## src/rtl/pfz_pkg.sv

```systemverilog
package pfz_pkg;
  typedef enum logic [2:0] {
    K_MMIO_RD = 3'd0,
    K_MMIO_WR = 3'd1,
    K_DMA_RD  = 3'd2,
    K_DMA_WR  = 3'd3,
    K_MSI     = 3'd4
  } kind_e;

  typedef enum logic [1:0] {
    V_PASS = 2'd0,
    V_DROP = 2'd1,
    V_ONES = 2'd2
  } verdict_e;

  typedef enum logic [1:0] {
    C_READ     = 2'd0,
    C_SET      = 2'd1,
    C_CLR_MMIO = 2'd2,
    C_CLR_DMA  = 2'd3
  } swcmd_e;

  localparam int B_MMIO = 0;
  localparam int B_DMA  = 1;
endpackage

```

## src/rtl/pfz_table.sv

```systemverilog
module pfz_table
  import pfz_pkg::*;
#(
  parameter int NUM_EP = 256,
  parameter int EP_W   = 8
) (
  input  logic            clk,
  input  logic            rst_n,
  input  logic            err_valid,
  input  logic [EP_W-1:0] err_ep,
  input  logic            sw_valid,
  input  logic [1:0]      sw_cmd,
  input  logic [EP_W-1:0] sw_ep,
  input  logic [EP_W-1:0] lk_ep,
  output logic [1:0]      lk_bits,
  output logic            sw_rd_valid,
  output logic [1:0]      sw_rd_bits
);
  logic [NUM_EP-1:0] mmio_q, dma_q;
  logic [NUM_EP-1:0] frz_hit, clrm_hit, clrd_hit;

  logic sw_set, sw_clrm, sw_clrd, sw_rd;
  assign sw_set  = sw_valid && (sw_cmd == C_SET);
  assign sw_clrm = sw_valid && (sw_cmd == C_CLR_MMIO);
  assign sw_clrd = sw_valid && (sw_cmd == C_CLR_DMA);
  assign sw_rd   = sw_valid && (sw_cmd == C_READ);

  for (genvar i = 0; i < NUM_EP; i++) begin : g_dec
    logic err_here, sw_here;
    assign err_here    = err_valid && (err_ep == EP_W'(i));
    assign sw_here     = sw_ep == EP_W'(i);
    assign frz_hit[i]  = err_here || (sw_set && sw_here);
    assign clrm_hit[i] = sw_clrm && sw_here;
    assign clrd_hit[i] = sw_clrd && sw_here;
  end

  // freeze dominates a clear aimed at the same record
  always_ff @(posedge clk or negedge rst_n) begin
    if (!rst_n) begin
      mmio_q <= '0;
      dma_q  <= '0;
    end else begin
      mmio_q <= frz_hit | (mmio_q & ~clrm_hit);
      dma_q  <= frz_hit | (dma_q & ~clrd_hit);
    end
  end

  function automatic logic [1:0] rec(input logic [EP_W-1:0] ep);
    logic [1:0] r;
    r = 2'b00;
    if (32'(ep) < NUM_EP) begin
      r[B_MMIO] = mmio_q[ep];
      r[B_DMA]  = dma_q[ep];
    end
    return r;
  endfunction

  assign lk_bits = rec(lk_ep);

  always_ff @(posedge clk or negedge rst_n) begin
    if (!rst_n) begin
      sw_rd_valid <= 1'b0;
      sw_rd_bits  <= 2'b00;
    end else begin
      sw_rd_valid <= sw_rd;
      sw_rd_bits  <= sw_rd ? rec(sw_ep) : 2'b00;
    end
  end


  a_r1_reset_clear: assert property (@(posedge clk) disable iff (!rst_n)
    $rose(rst_n) |-> (mmio_q == '0) && (dma_q == '0));

  a_r2_err_sets_both: assert property (@(posedge clk) disable iff (!rst_n)
    err_valid |=> mmio_q[$past(err_ep)] && dma_q[$past(err_ep)]);

  a_r5_freeze_wins: assert property (@(posedge clk) disable iff (!rst_n)
    (err_valid && (sw_clrm || sw_clrd) && (err_ep == sw_ep))
      |=> mmio_q[$past(sw_ep)] && dma_q[$past(sw_ep)]);

  a_r3_clr_mmio_only: assert property (@(posedge clk) disable iff (!rst_n)
    (sw_clrm && !(err_valid && (err_ep == sw_ep)))
      |=> !mmio_q[$past(sw_ep)] && (dma_q[$past(sw_ep)] == $past(dma_q[sw_ep])));

  a_r4_clr_dma_only: assert property (@(posedge clk) disable iff (!rst_n)
    (sw_clrd && !(err_valid && (err_ep == sw_ep)))
      |=> !dma_q[$past(sw_ep)] && (mmio_q[$past(sw_ep)] == $past(mmio_q[sw_ep])));

  a_r13_read_follows_cmd: assert property (@(posedge clk) disable iff (!rst_n)
    sw_rd_valid |-> $past(sw_valid) && ($past(sw_cmd) == C_READ));
endmodule

```

## src/rtl/pfz_judge.sv

```systemverilog
module pfz_judge
  import pfz_pkg::*;
#(
  parameter int DATA_W = 64
) (
  input  logic [1:0]        frz,
  input  logic [2:0]        kind,
  output logic [1:0]        verdict,
  output logic [1:0]        cause,
  output logic [DATA_W-1:0] rdata
);
  always_comb begin
    verdict = V_PASS;
    cause   = 2'b00;
    case (kind_e'(kind))
      K_MMIO_RD: if (frz[B_MMIO]) begin verdict = V_ONES; cause = 2'b01; end
      K_MMIO_WR: if (frz[B_MMIO]) begin verdict = V_DROP; cause = 2'b01; end
      K_DMA_RD:  if (frz[B_DMA])  begin verdict = V_ONES; cause = 2'b10; end
      K_DMA_WR:  if (frz[B_DMA])  begin verdict = V_DROP; cause = 2'b10; end
      K_MSI:     if (frz[B_DMA])  begin verdict = V_DROP; cause = 2'b10; end
      default: ;
    endcase
    rdata = (verdict == V_ONES) ? '1 : '0;
  end
endmodule

```

## src/rtl/pfz_outreg.sv

```systemverilog
module pfz_outreg #(
  parameter int EP_W   = 8,
  parameter int DATA_W = 64
) (
  input  logic              clk,
  input  logic              rst_n,
  input  logic              in_valid,
  output logic              in_ready,
  input  logic [EP_W-1:0]   in_ep,
  input  logic [2:0]        in_kind,
  input  logic [1:0]        in_verdict,
  input  logic [1:0]        in_cause,
  input  logic [DATA_W-1:0] in_rdata,
  output logic              out_valid,
  input  logic              out_ready,
  output logic [EP_W-1:0]   out_ep,
  output logic [2:0]        out_kind,
  output logic [1:0]        out_verdict,
  output logic [1:0]        out_cause,
  output logic [DATA_W-1:0] out_rdata
);
  assign in_ready = !out_valid || out_ready;

  always_ff @(posedge clk or negedge rst_n) begin
    if (!rst_n) begin
      out_valid   <= 1'b0;
      out_ep      <= '0;
      out_kind    <= '0;
      out_verdict <= '0;
      out_cause   <= '0;
      out_rdata   <= '0;
    end else if (in_valid && in_ready) begin
      out_valid   <= 1'b1;
      out_ep      <= in_ep;
      out_kind    <= in_kind;
      out_verdict <= in_verdict;
      out_cause   <= in_cause;
      out_rdata   <= in_rdata;
    end else if (out_ready) begin
      out_valid <= 1'b0;
    end
  end

  a_r11_hold_stall: assert property (@(posedge clk) disable iff (!rst_n)
    (out_valid && !out_ready) |=> out_valid &&
      $stable({out_ep, out_kind, out_verdict, out_cause, out_rdata}));

  a_r11_accept_shows: assert property (@(posedge clk) disable iff (!rst_n)
    (in_valid && in_ready) |=> out_valid);
endmodule

```

## src/rtl/pfz_filter.sv

```systemverilog
module pfz_filter
  import pfz_pkg::*;
#(
  parameter  int NUM_EP = 256,
  parameter  int DATA_W = 64,
  localparam int EP_W   = (NUM_EP > 1) ? $clog2(NUM_EP) : 1
) (
  input  logic              clk,
  input  logic              rst_n,
  input  logic              err_valid,
  input  logic [EP_W-1:0]   err_ep,
  input  logic              sw_valid,
  input  logic [1:0]        sw_cmd,
  input  logic [EP_W-1:0]   sw_ep,
  output logic              sw_rd_valid,
  output logic [1:0]        sw_rd_bits,
  input  logic              txn_valid,
  output logic              txn_ready,
  input  logic [EP_W-1:0]   txn_ep,
  input  logic [2:0]        txn_kind,
  output logic              vrd_valid,
  input  logic              vrd_ready,
  output logic [EP_W-1:0]   vrd_ep,
  output logic [2:0]        vrd_kind,
  output logic [1:0]        vrd_verdict,
  output logic [1:0]        vrd_cause,
  output logic [DATA_W-1:0] vrd_rdata
);
  logic [1:0]        lk_bits;
  logic [1:0]        j_verdict, j_cause;
  logic [DATA_W-1:0] j_rdata;

  pfz_table #(.NUM_EP(NUM_EP), .EP_W(EP_W)) u_table (
    .clk(clk), .rst_n(rst_n),
    .err_valid(err_valid), .err_ep(err_ep),
    .sw_valid(sw_valid), .sw_cmd(sw_cmd), .sw_ep(sw_ep),
    .lk_ep(txn_ep), .lk_bits(lk_bits),
    .sw_rd_valid(sw_rd_valid), .sw_rd_bits(sw_rd_bits)
  );

  pfz_judge #(.DATA_W(DATA_W)) u_judge (
    .frz(lk_bits), .kind(txn_kind),
    .verdict(j_verdict), .cause(j_cause), .rdata(j_rdata)
  );

  pfz_outreg #(.EP_W(EP_W), .DATA_W(DATA_W)) u_out (
    .clk(clk), .rst_n(rst_n),
    .in_valid(txn_valid), .in_ready(txn_ready),
    .in_ep(txn_ep), .in_kind(txn_kind), .in_verdict(j_verdict),
    .in_cause(j_cause), .in_rdata(j_rdata),
    .out_valid(vrd_valid), .out_ready(vrd_ready),
    .out_ep(vrd_ep), .out_kind(vrd_kind), .out_verdict(vrd_verdict),
    .out_cause(vrd_cause), .out_rdata(vrd_rdata)
  );

  a_r10_pass_clean: assert property (@(posedge clk) disable iff (!rst_n)
    (vrd_valid && (vrd_verdict == V_PASS)) |-> (vrd_cause == 2'b00) && (vrd_rdata == '0));

  a_r7_ones_data: assert property (@(posedge clk) disable iff (!rst_n)
    (vrd_valid && (vrd_verdict == V_ONES)) |-> (&vrd_rdata) && $onehot(vrd_cause));

  a_r6_cause_blocks: assert property (@(posedge clk) disable iff (!rst_n)
    (vrd_valid && (vrd_cause != 2'b00)) |-> (vrd_verdict != V_PASS) && $onehot0(vrd_cause));
endmodule

```

## config.mk

```make
export PLATFORM = sky130hd
export DESIGN_NAME = pfz_filter
export DESIGN_NICKNAME = d
export VERILOG_FILES = /design/src/rtl/pfz_pkg.sv /design/src/rtl/pfz_table.sv /design/src/rtl/pfz_judge.sv /design/src/rtl/pfz_outreg.sv /design/src/rtl/pfz_filter.sv
export SDC_FILE = /design/constraint.sdc
export NUM_CORES = 1
export LEC_CHECK = 0
export BUFFER_PORTS_ARGS = -buffer_cell sky130_fd_sc_hd__buf_2
export CAP_MARGIN = 20
export CORE_MARGIN = 5
export CORE_UTILIZATION = 50
export CTS_BUF_LIST = sky130_fd_sc_hd__clkbuf_4 sky130_fd_sc_hd__clkbuf_8
export DETAILED_ROUTE_END_ITERATION = 10
export GPL_ROUTABILITY_DRIVEN = 0
export MAX_ROUTING_LAYER = met4
export PLACE_DENSITY = 0.67
export SLEW_MARGIN = 20
export SYNTH_ARGS = -nofsm -noshare
export SYNTH_HDL_FRONTEND = slang
export SYNTH_SLANG_ARGS = --single-unit
```

## constraint.sdc

```tcl
create_clock -name clk -period 2.9 [get_ports clk]
set_input_delay 0.29 -clock clk [delete_from_list [all_inputs] [get_ports clk]]
set_output_delay 0.29 -clock clk [all_outputs]
set_load 0.02 [all_outputs]
```

# == Word level (Yosys, flattened, before mapping) ==
# Cells that the tools add are included.
# word_totals
register_bits,595
elab_cells,1849
# classes
order_cmp,2
n_eq_ne,518
muxes,18
bitwise_logic,6
n_reduce_logical,1295
# ops
op,count
equality test 8 bit (second input constant),256
logical AND 1 bit,1029
equality test 8 x 7 -> 1 bit (second input constant),128
bitwise AND 256 bit,2
equality test 8 x 6 -> 1 bit (second input constant),64
inverter 256 bit,2
bitwise OR 256 bit,2
logical OR 1 bit,257
equality test 8 x 5 -> 1 bit (second input constant),32
equality test 8 x 4 -> 1 bit (second input constant),16
equality test 8 x 3 -> 1 bit (second input constant),8
2-to-1 mux 64 bit,1
binary-select mux 1 bit (select 8 bit),4
equality test 8 x 2 -> 1 bit (second input constant),4
< comparator 8 x 9 -> 1 bit (second input constant),2
equality test 8 x 1 -> 1 bit (second input constant),2
logical NOT 8 bit,2
2-to-1 mux 1 bit,8
case mux 2 bit (4 select lines),1
equality test 2 bit (second input constant),3
equality test 3 x 2 -> 1 bit (second input constant),2
2-to-1 mux 2 bit,3
case mux 2 bit (2 select lines),1
OR reduction 2 bit,2
8 further kinds,8

# == Longest topological paths before layout ==
# Gate-level depths: netlist of run 1.
# logic_depth
ltp_word,6
ltp_mapped,14
ltp_nobuf,8

# == Modules after synthesis ==
# Synthesis of run 1 repeated with hierarchy kept, for this count alone.
# unflattened
cells_unflattened,3205
hier_area_um2,34593.2
# by_module_without_submodules
module,n_inst,cells_each,area_per_inst_um2,seq_area_each_um2
pfz_table,1,2963,31042.3,12887.4
pfz_outreg,1,170,3007.9,2001.9
pfz_judge,1,72,543.0,0.0

# == Worst setup path after synthesis of run 1 ==
# Ideal clock, no wire load.
# synth_timing
path_type,input -> register
startpoint,input port sw_ep[0]
endpoint,register u_table.sw_rd_bits[1]
setup_ps,116
arrival_ps,2682
setup_slack_ps,102
path_stages,10
path_buffers,4
cell_sequence,buf_2 buf_2 buf_2 buf_2 mux4_2 mux4_2 a22oi_1 nand4_1 nor2_1 nor2_1
# synth_via
elab_chain_cells,3
# synth_rtl
item,line,text
from (decl),pfz_filter.sv:14,"input logic [EP_W-1:0] sw_ep,"
binary-select mux 1 bit (select 8 bit),pfz_table.sv:53,r[B_DMA] = dma_q[ep];
2-to-1 mux 1 bit (not written as such),pfz_table.sv:53,
2-to-1 mux 2 bit,pfz_table.sv:66,sw_rd_bits <= sw_rd ? rec(sw_ep) : 2'b00;
to (signal assigned),pfz_table.sv:66,
to (decl),pfz_table.sv:17,output logic [1:0] sw_rd_bits
# No other way between the ends. The select of a mux whose other input is x is not followed.
# A chain may end at the register's enable or synchronous reset.

# == Final worst setup path of run 1 ==
# layout_timing
startpoint,register u_table.dma_q[151]
endpoint,register u_out.out_rdata[62]
# layout_via
elab_chain_cells,6
elab_cells_between_ends,7
# layout_rtl
item,line,text
from (decl),pfz_table.sv:19,"logic [NUM_EP-1:0] mmio_q, dma_q;"
from (signal assigned),pfz_table.sv:44,dma_q <= frz_hit | (dma_q & ~clrd_hit);
binary-select mux 1 bit (select 8 bit) (*),pfz_table.sv:53,
2-to-1 mux 1 bit (not written as such) (*),pfz_table.sv:53,
2-to-1 mux 1 bit / 2-to-1 mux 2 bit (equally long branches),"pfz_judge.sv:19, pfz_judge.sv:20, pfz_judge.sv:18",
case mux 2 bit (4 select lines) (*),pfz_judge.sv:15,case (kind_e'(kind))
equality test 2 bit (*),pfz_judge.sv:23,rdata = (verdict == V_ONES) ? '1 : '0;
2-to-1 mux 64 bit (*),pfz_judge.sv:23,
to (signal assigned),pfz_outreg.sv:38,out_rdata <= in_rdata;
to (decl),pfz_outreg.sv:20,output logic [DATA_W-1:0] out_rdata
# Every way passes the cells marked *; elsewhere a longest branch is shown, timed or not. The select of a mux whose other input is x is not followed.

==> metrics, run 1 <==
CP required=3.48 ns; first-pass GRT wire length=188000 um; Fmax=between 300 and 400 MHz; clk sinks=532; initial antenna violation count=8; synth cell count leaders=dfrtp_1 (532), o21ai_0 (527), o221ai_1 (449); # rows=92; Simple-Gate Fraction of Synth Area=slightly above 7%; reg2reg start=u_table.dma_q[151]$_DFF_PN0_; adder-cell area share of the yosys netlist=0%; Worst Hold End=u_out.out_ep[6]$_DFFE_PN0P_; Initial Util=50.5%; die area=69000 um^2; Die Height=263 um; Final min period=2.83 ns; start point of the critical path=u_table.dma_q[151]$_DFF_PN0_; # Post-CTS Setup Buffers=0; total core area=63200 um^2; CTS clock-pin slew for the worst setup and hold paths=0.06 ns; unrepaired setup endpoints after global routing=no; initial drt markers=around 5200; CTS Buffer Depth=3; area post-placement=34100 um^2; post-cts sizing count=0; maximum VDD drop=0.278 mV; Post-synth EDFFs=0; startpoint types=flip-flop; via count=approximately 30000; area share of the largest cell type after synthesis=41.7%; dominant cell type by area after synthesis=dfrtp_1; max-cap violation count=0; measured slew at the worst slew-check pin=1.08 ns; yosys warns=0; First-pass DRT Iterations=6; reg2reg end=u_out.out_rdata[62]$_DFFE_PN0P_; Slew HR=28.0%; synthesized area=roughly 32000 um^2; DRC viols=0; # port buffers=118; I/O pin total=119; nets@finish=3001; CTS tree=done; status=finished, final reports clean; syn avg cell area=11.0 um^2; Pins Over Slew Limit=0; most frequent cell after synthesis=dfrtp_1; Num CTS Buffers=95; Crit. End Element=flip-flop; Final WS setup=0.0703 ns; Clock Latency Late Sink=~0.7 ns; post-synthesis compound-gate area fraction=a little under a quarter; sequential area share after synthesis=41.7%; Vias/cell=7.70; final instance area=36300 um^2; Gate Count Post-Synth=2909; vias in the first global route=29401; final setup fails=0; Crit Path Class=flip-flop to flip-flop; Cell Count, Final, Fillers Out=3891; Post-synth ARST share=between 90% and 100%; largest family of logic cells by synthesized area=compound AO/OA/AOI/OAI gates; R2R depth=9; largest net degree at the start of global routing=about 180; Hold Crit Class=input port to flip-flop; Die W=263 um; final WL=124000 um; critical path data arrival time=about 3.4 ns; xor and xnor area share after synthesis=0%; Total GRT Usage=36.1%; grt total ovfl=0; power per cell area=567 nW/um^2; area delta synth->final=13.7%; share of post-route cells with drive strength above 1=between 20 and 30%; Hold Crit Start=txn_ep[6]; syn nets=around 2900; library cells used by synthesis=52; H-tree levels=3; drt wl/cell=~32 um; most area-consuming cells after synthesis=dfrtp_1 (42%), mux4_2 (20%), o221ai_1 (12%); Fillers=5158; final cycle utilization of the critical path=97.6%; clock root buffer=clkbuf_8; Placement Setup Slack=-0.278 ns; Synth Flop Type=dfrtp_1; post-synthesis mux area share=21.5%; Worst R2R Setup Slack=0.07 ns; Placed Cells incl. Taps=around 3700; Final ANT Viol Nets=0; Min-Delay Path Depth=2; post-synthesis register bit count=approximately 530; Final Hold Viols=0; Final Skew=0.0337 ns; Crit Path Max Fanout=4; static leakage=14.6 nW; hpwl dp=79500 um
-- registers in the layout, indices dropped and copies added (netlist names) --
signal	count
u_out.out_ep	8
u_table.dma_q	256
u_out.out_cause	2
u_table.mmio_q	256
u_out.out_valid	1
u_out.out_rdata	1
u_out.out_verdict	2
u_table.sw_rd_bits	2
u_table.sw_rd_valid	1
u_out.out_kind	3
-- timing repair --
item,in CTS,in global routing
endpoints found under the setup margin,0,1
hold buffers,8,0
hold endpoints to repair,75,0
-- metal layers --
layer	vias up	wire [um]	track usage [%]
met5	-	0	-
met4	0	9870	23.6
met3	653	17600	11.6
met2	2689	54000	50.9
met1	14827	42800	44.9
li1	11784	-	-
-- how the worst max path moves through the flow --
stage | end | cells past startpoint
5_1_grt | u_out.out_rdata[62]$_DFFE_PN0P_ | 8
2_1_floorplan | u_table.sw_rd_bits[1]$_DFF_PN0_ | 10
4_1_cts | u_out.out_rdata[62]$_DFFE_PN0P_ | 8
6_report | u_out.out_rdata[62]$_DFFE_PN0P_ | 9
3_5_place_dp | u_out.out_rdata[62]$_DFFE_PN0P_ | 13
3_3_place_gp | u_out.out_rdata[62]$_DFFE_PN0P_ | 13
-- where the power goes --
| group | switching (mW) | internal [mW] |
|---|---|---|
| clock | 3.40 | 4.42 |
| sequential | 0.733 | 8.21 |
| combinational | 2.08 | 1.73 |
| total | 6.21 | 14.4 |
-- worst max-delay path: stages (launching register included) --
cell	delay, ns
dfrtp_1	0.43
mux4_2	0.49
a32o_1	0.29
a311oi_1	0.51
o41ai_1	0.18
a31oi_1	0.22
a31oi_1	0.14
o41ai_2	0.13
buf_4	0.21
o211ai_1	0.11
-- per-stage QoR --
step / total power [mW] / setup TNS, ns / utilization, % / hold slack, ns
floorplan: 11.2 / 0 / - / -0.00559
global placement: 12.6 / -1.01 / 54.0 / 0.353
detailed placement: 12.7 / -1.21 / 54.0 / 0.351
CTS: 20.5 / 0 / 57.4 / 0.0217
global route: 21.2 / 0 / 57.4 / 0.0655
finish: 20.6 / 0 / 57.4 / 0.0848
-- logic make-up after synthesis --
kind of cell | count (synthesis)
DFF | 532
muxes | 336
buffers and inverters | 396
and+or+nand+nor | 540
AOI/OAI and AO/OA | 1105
-- final cells by class --
| type | count | area, um^2 | area share [%] |
|---|---|---|---|
| diodes | 9 | 22.5 | 0.0621 |
| clock buffers | 146 | 1850 | 5.11 |
| clock inverters | 21 | 229 | 0.631 |
| inverters | 7 | 26.3 | 0.0724 |
| multi-input cells | 1981 | 16800 | 46.4 |
| flip-flops and latches | 532 | 13300 | 36.7 |
| well taps | 846 | 1060 | 2.92 |
| repair buffers | 349 | 2930 | 8.09 |
-- layout by cell type, fill, tap and decap left out, types with 9 or more instances in the layout --
cell type    n
nand2b_1    16
clkbuf_8   121
mux4_2     277
buf_12      44
nand3_1     24
mux2i_1     45
dfrtp_1    532
a21oi_1     15
nor2_1      29
buf_4      180
o21ai_0    527
nand4_1     14
mux2_2      14
clkinv_2    10
nor2_2       9
buf_2      113
nand2_1    385
a22oi_1     40
o221ai_1   449
o22a_1      32
clkbuf_4    25
nor3_2      12
nor2b_1     16
diode_2      9
No activity file was read; power rests on OpenSTA's default activity.
==> inputs of run 2 (changes only) <==
--- a/config.mk
+++ b/config.mk
@@ -14,6 +14,7 @@
 export GPL_ROUTABILITY_DRIVEN = 0
 export MAX_ROUTING_LAYER = met4
 export PLACE_DENSITY = 0.67
+export RECOVER_POWER = 100
 export SLEW_MARGIN = 20
 export SYNTH_ARGS = -nofsm -noshare
 export SYNTH_HDL_FRONTEND = slang
==> run 2 against run 1 <==
The run now ends with capacitance limit, slew limit left. Critical path type unchanged. Clock skew increased by 0.010 ns. First-iteration DRC count down 2.6%. Core utilization is 0.42 points lower. Sequential power about the same. Setup slack better by 0.0039 ns.
==> metrics, run 2 (synthesized netlist as in run 1, its figures left out) <==
status=finished with violations; failing checks=capacitance limit, slew limit; R2R depth=9; grt total ovfl=0; Slew HR=-53.7%; First-pass DRT Iterations=8; die area=69000 um^2; Crit Path Max Fanout=4; drt wl/cell=around 32 um; nets@finish=3001; initial drt markers=5106; Placed Cells incl. Taps=roughly 3700; final WL=124000 um; Final Hold Viols=0; # rows=92; CTS Buffer Depth=3; start point of the critical path=u_table.dma_q[151]$_DFF_PN0_; I/O pin total=119; final setup fails=0; share of post-route cells with drive strength above 1=around a quarter; Min-Delay Path Depth=2; Fmax=approximately 350 MHz; top flop regs=u_table.dma_q: 256 flops, u_table.mmio_q: 256 flops, u_out.out_ep: 8 flops; Initial Util=between 50% and 60%; Final Skew=0.0437 ns; final core utilization=57.0%; hpwl dp=79500 um; reg2reg start=u_table.dma_q[151]$_DFF_PN0_; Max stage delay on crit path=between 0.4 and 0.5 ns; Pins Over Slew Limit=around 500; area delta synth->final=12.9%; power per cell area=roughly 570 nW/um^2; startpoint types=flip-flop; WP depth=9; CTS clock-pin slew for the worst setup and hold paths=about 0.060 ns; worst-path cell chain=mux4_2 -> a32o_1 -> a311oi_1 -> o41ai_1 -> a31oi_1 -> a31oi_1 -> o41ai_2 -> buf_4 -> o211ai_1; Hold Crit Class=input port to flip-flop; Die Height=263 um; Slowest cell on crit path=mux4_2; measured slew at the worst slew-check pin=2.30 ns; vias in the first global route=29401; Final ANT Viol Nets=0; CTS tree=done; clk sinks=approximately 530; commonest non-fill, non-tap cell in the layout=dfrtp_1; Top delay family on crit path=compound AO/OA/AOI/OAI gates; Die W=263 um; via count=29973; CP Capture Point=u_out.out_verdict[1]$_DFFE_PN0P_; Most common cell on crit path=a31oi_1; critical path data arrival time=approximately 3.4 ns; Worst R2R Setup Slack=0.07 ns; Crit Path Class=flip-flop to flip-flop; reg2reg end=u_out.out_verdict[1]$_DFFE_PN0P_; worst path buffer plus inverter count=1; final cycle utilization of the critical path=97.4%; static leakage=approximately 14 nW; Total GRT Usage=around 36%; H-tree levels=3; DRC viols=0; post-cts sizing count=0; largest net degree at the start of global routing=about 180; Num CTS Buffers=95; maximum VDD drop=0.279 mV; unrepaired setup endpoints after global routing=no; # port buffers=between 100 and 150; Vias/cell=7.70; Crit. End Element=flip-flop; most frequent cells in the layout=dfrtp_1 (532), o21ai_0 (527), o221ai_1 (449); total core area=63200 um^2; # Post-CTS Setup Buffers=0; Cell Count, Final, Fillers Out=3891; Clock Latency Late Sink=0.71 ns; first-pass GRT wire length=188000 um; CP required=roughly 3.5 ns; max-cap violation count=4; initial antenna violation count=8; Final min period=around 2.8 ns; clock root buffer=clkbuf_8
## run 2: cell count changes in the layout (fill, tap and decap cells not counted), sizes merged
| cell | change |
|---|---|
| buf | -100 |
| clkbuf | +100 |
## run 2: what timing repair did
item / in CTS / in global routing
hold endpoints to repair: 75 / 0
endpoints found under the setup margin: 0 / 1
hold buffers: 8 / 0
## run 2: layer usage
layer  vias to the layer above  track usage [%]  part of all wire (%)  routed length, um
met5                         -                -                     0                  0
met4                         0             23.6                   8.3              10300
met3                       662             11.6                    14              17500
met2                      2655             50.9                    43              53600
met1                     14869             44.9                    35              43000
li1                      11787                -                     -                  -
## run 2: layout make-up
| type | instances | area (um^2) |
|---|---|---|
| Clock buffer | 146 | 1850 |
| Clock inverter | 21 | 229 |
| Timing Repair Buffer | 349 | 2690 |
| Inverter | 7 | 26.3 |
| Antenna cell | 9 | 22.5 |
| Multi-Input combinational cell | 1981 | 16800 |
| Fill cell | 5247 | 27200 |
| Sequential cell | 532 | 13300 |
| Tap cell | 846 | 1060 |
## run 2: how the worst min path moves through the flow
stage / start / end / slack [ns]
floorplan: rst_n / u_out.out_cause[0]$_DFFE_PN0P_ / -0.006
global placement: rst_n / u_table.dma_q[0]$_DFF_PN0_ / 0.35
detailed placement: rst_n / u_table.dma_q[1]$_DFF_PN0_ / 0.35
CTS: txn_ep[6] / u_out.out_ep[6]$_DFFE_PN0P_ / 0.02
global route: txn_ep[6] / u_out.out_ep[6]$_DFFE_PN0P_ / 0.07
finish: txn_ep[6] / u_out.out_ep[6]$_DFFE_PN0P_ / 0.09
## run 2: power breakdown
group / internal, mW / switching [mW] / total (mW)
Sequential: 8.21 / 0.735 / 8.95
Clock: 4.42 / 3.40 / 7.82
Combinational: 1.68 / 2.07 / 3.75
## run 2: through the flow
step / total power, mW / area (um^2) / TNS, ns / worst slack [ns] / hold slack, ns
floorplan: 11.2 / 31900 / 0 / 0.102 / -0.00559
global route: 21.2 / 36000 / 0 / 0.0520 / 0.0655
detailed placement: 12.7 / 34100 / -1.21 / -0.278 / 0.351
global placement: 12.6 / 34100 / -1.01 / -0.227 / 0.353
CTS: 20.5 / 36300 / 0 / 0.0670 / 0.0217
finish: 20.5 / 36000 / 0 / 0.0742 / 0.0887
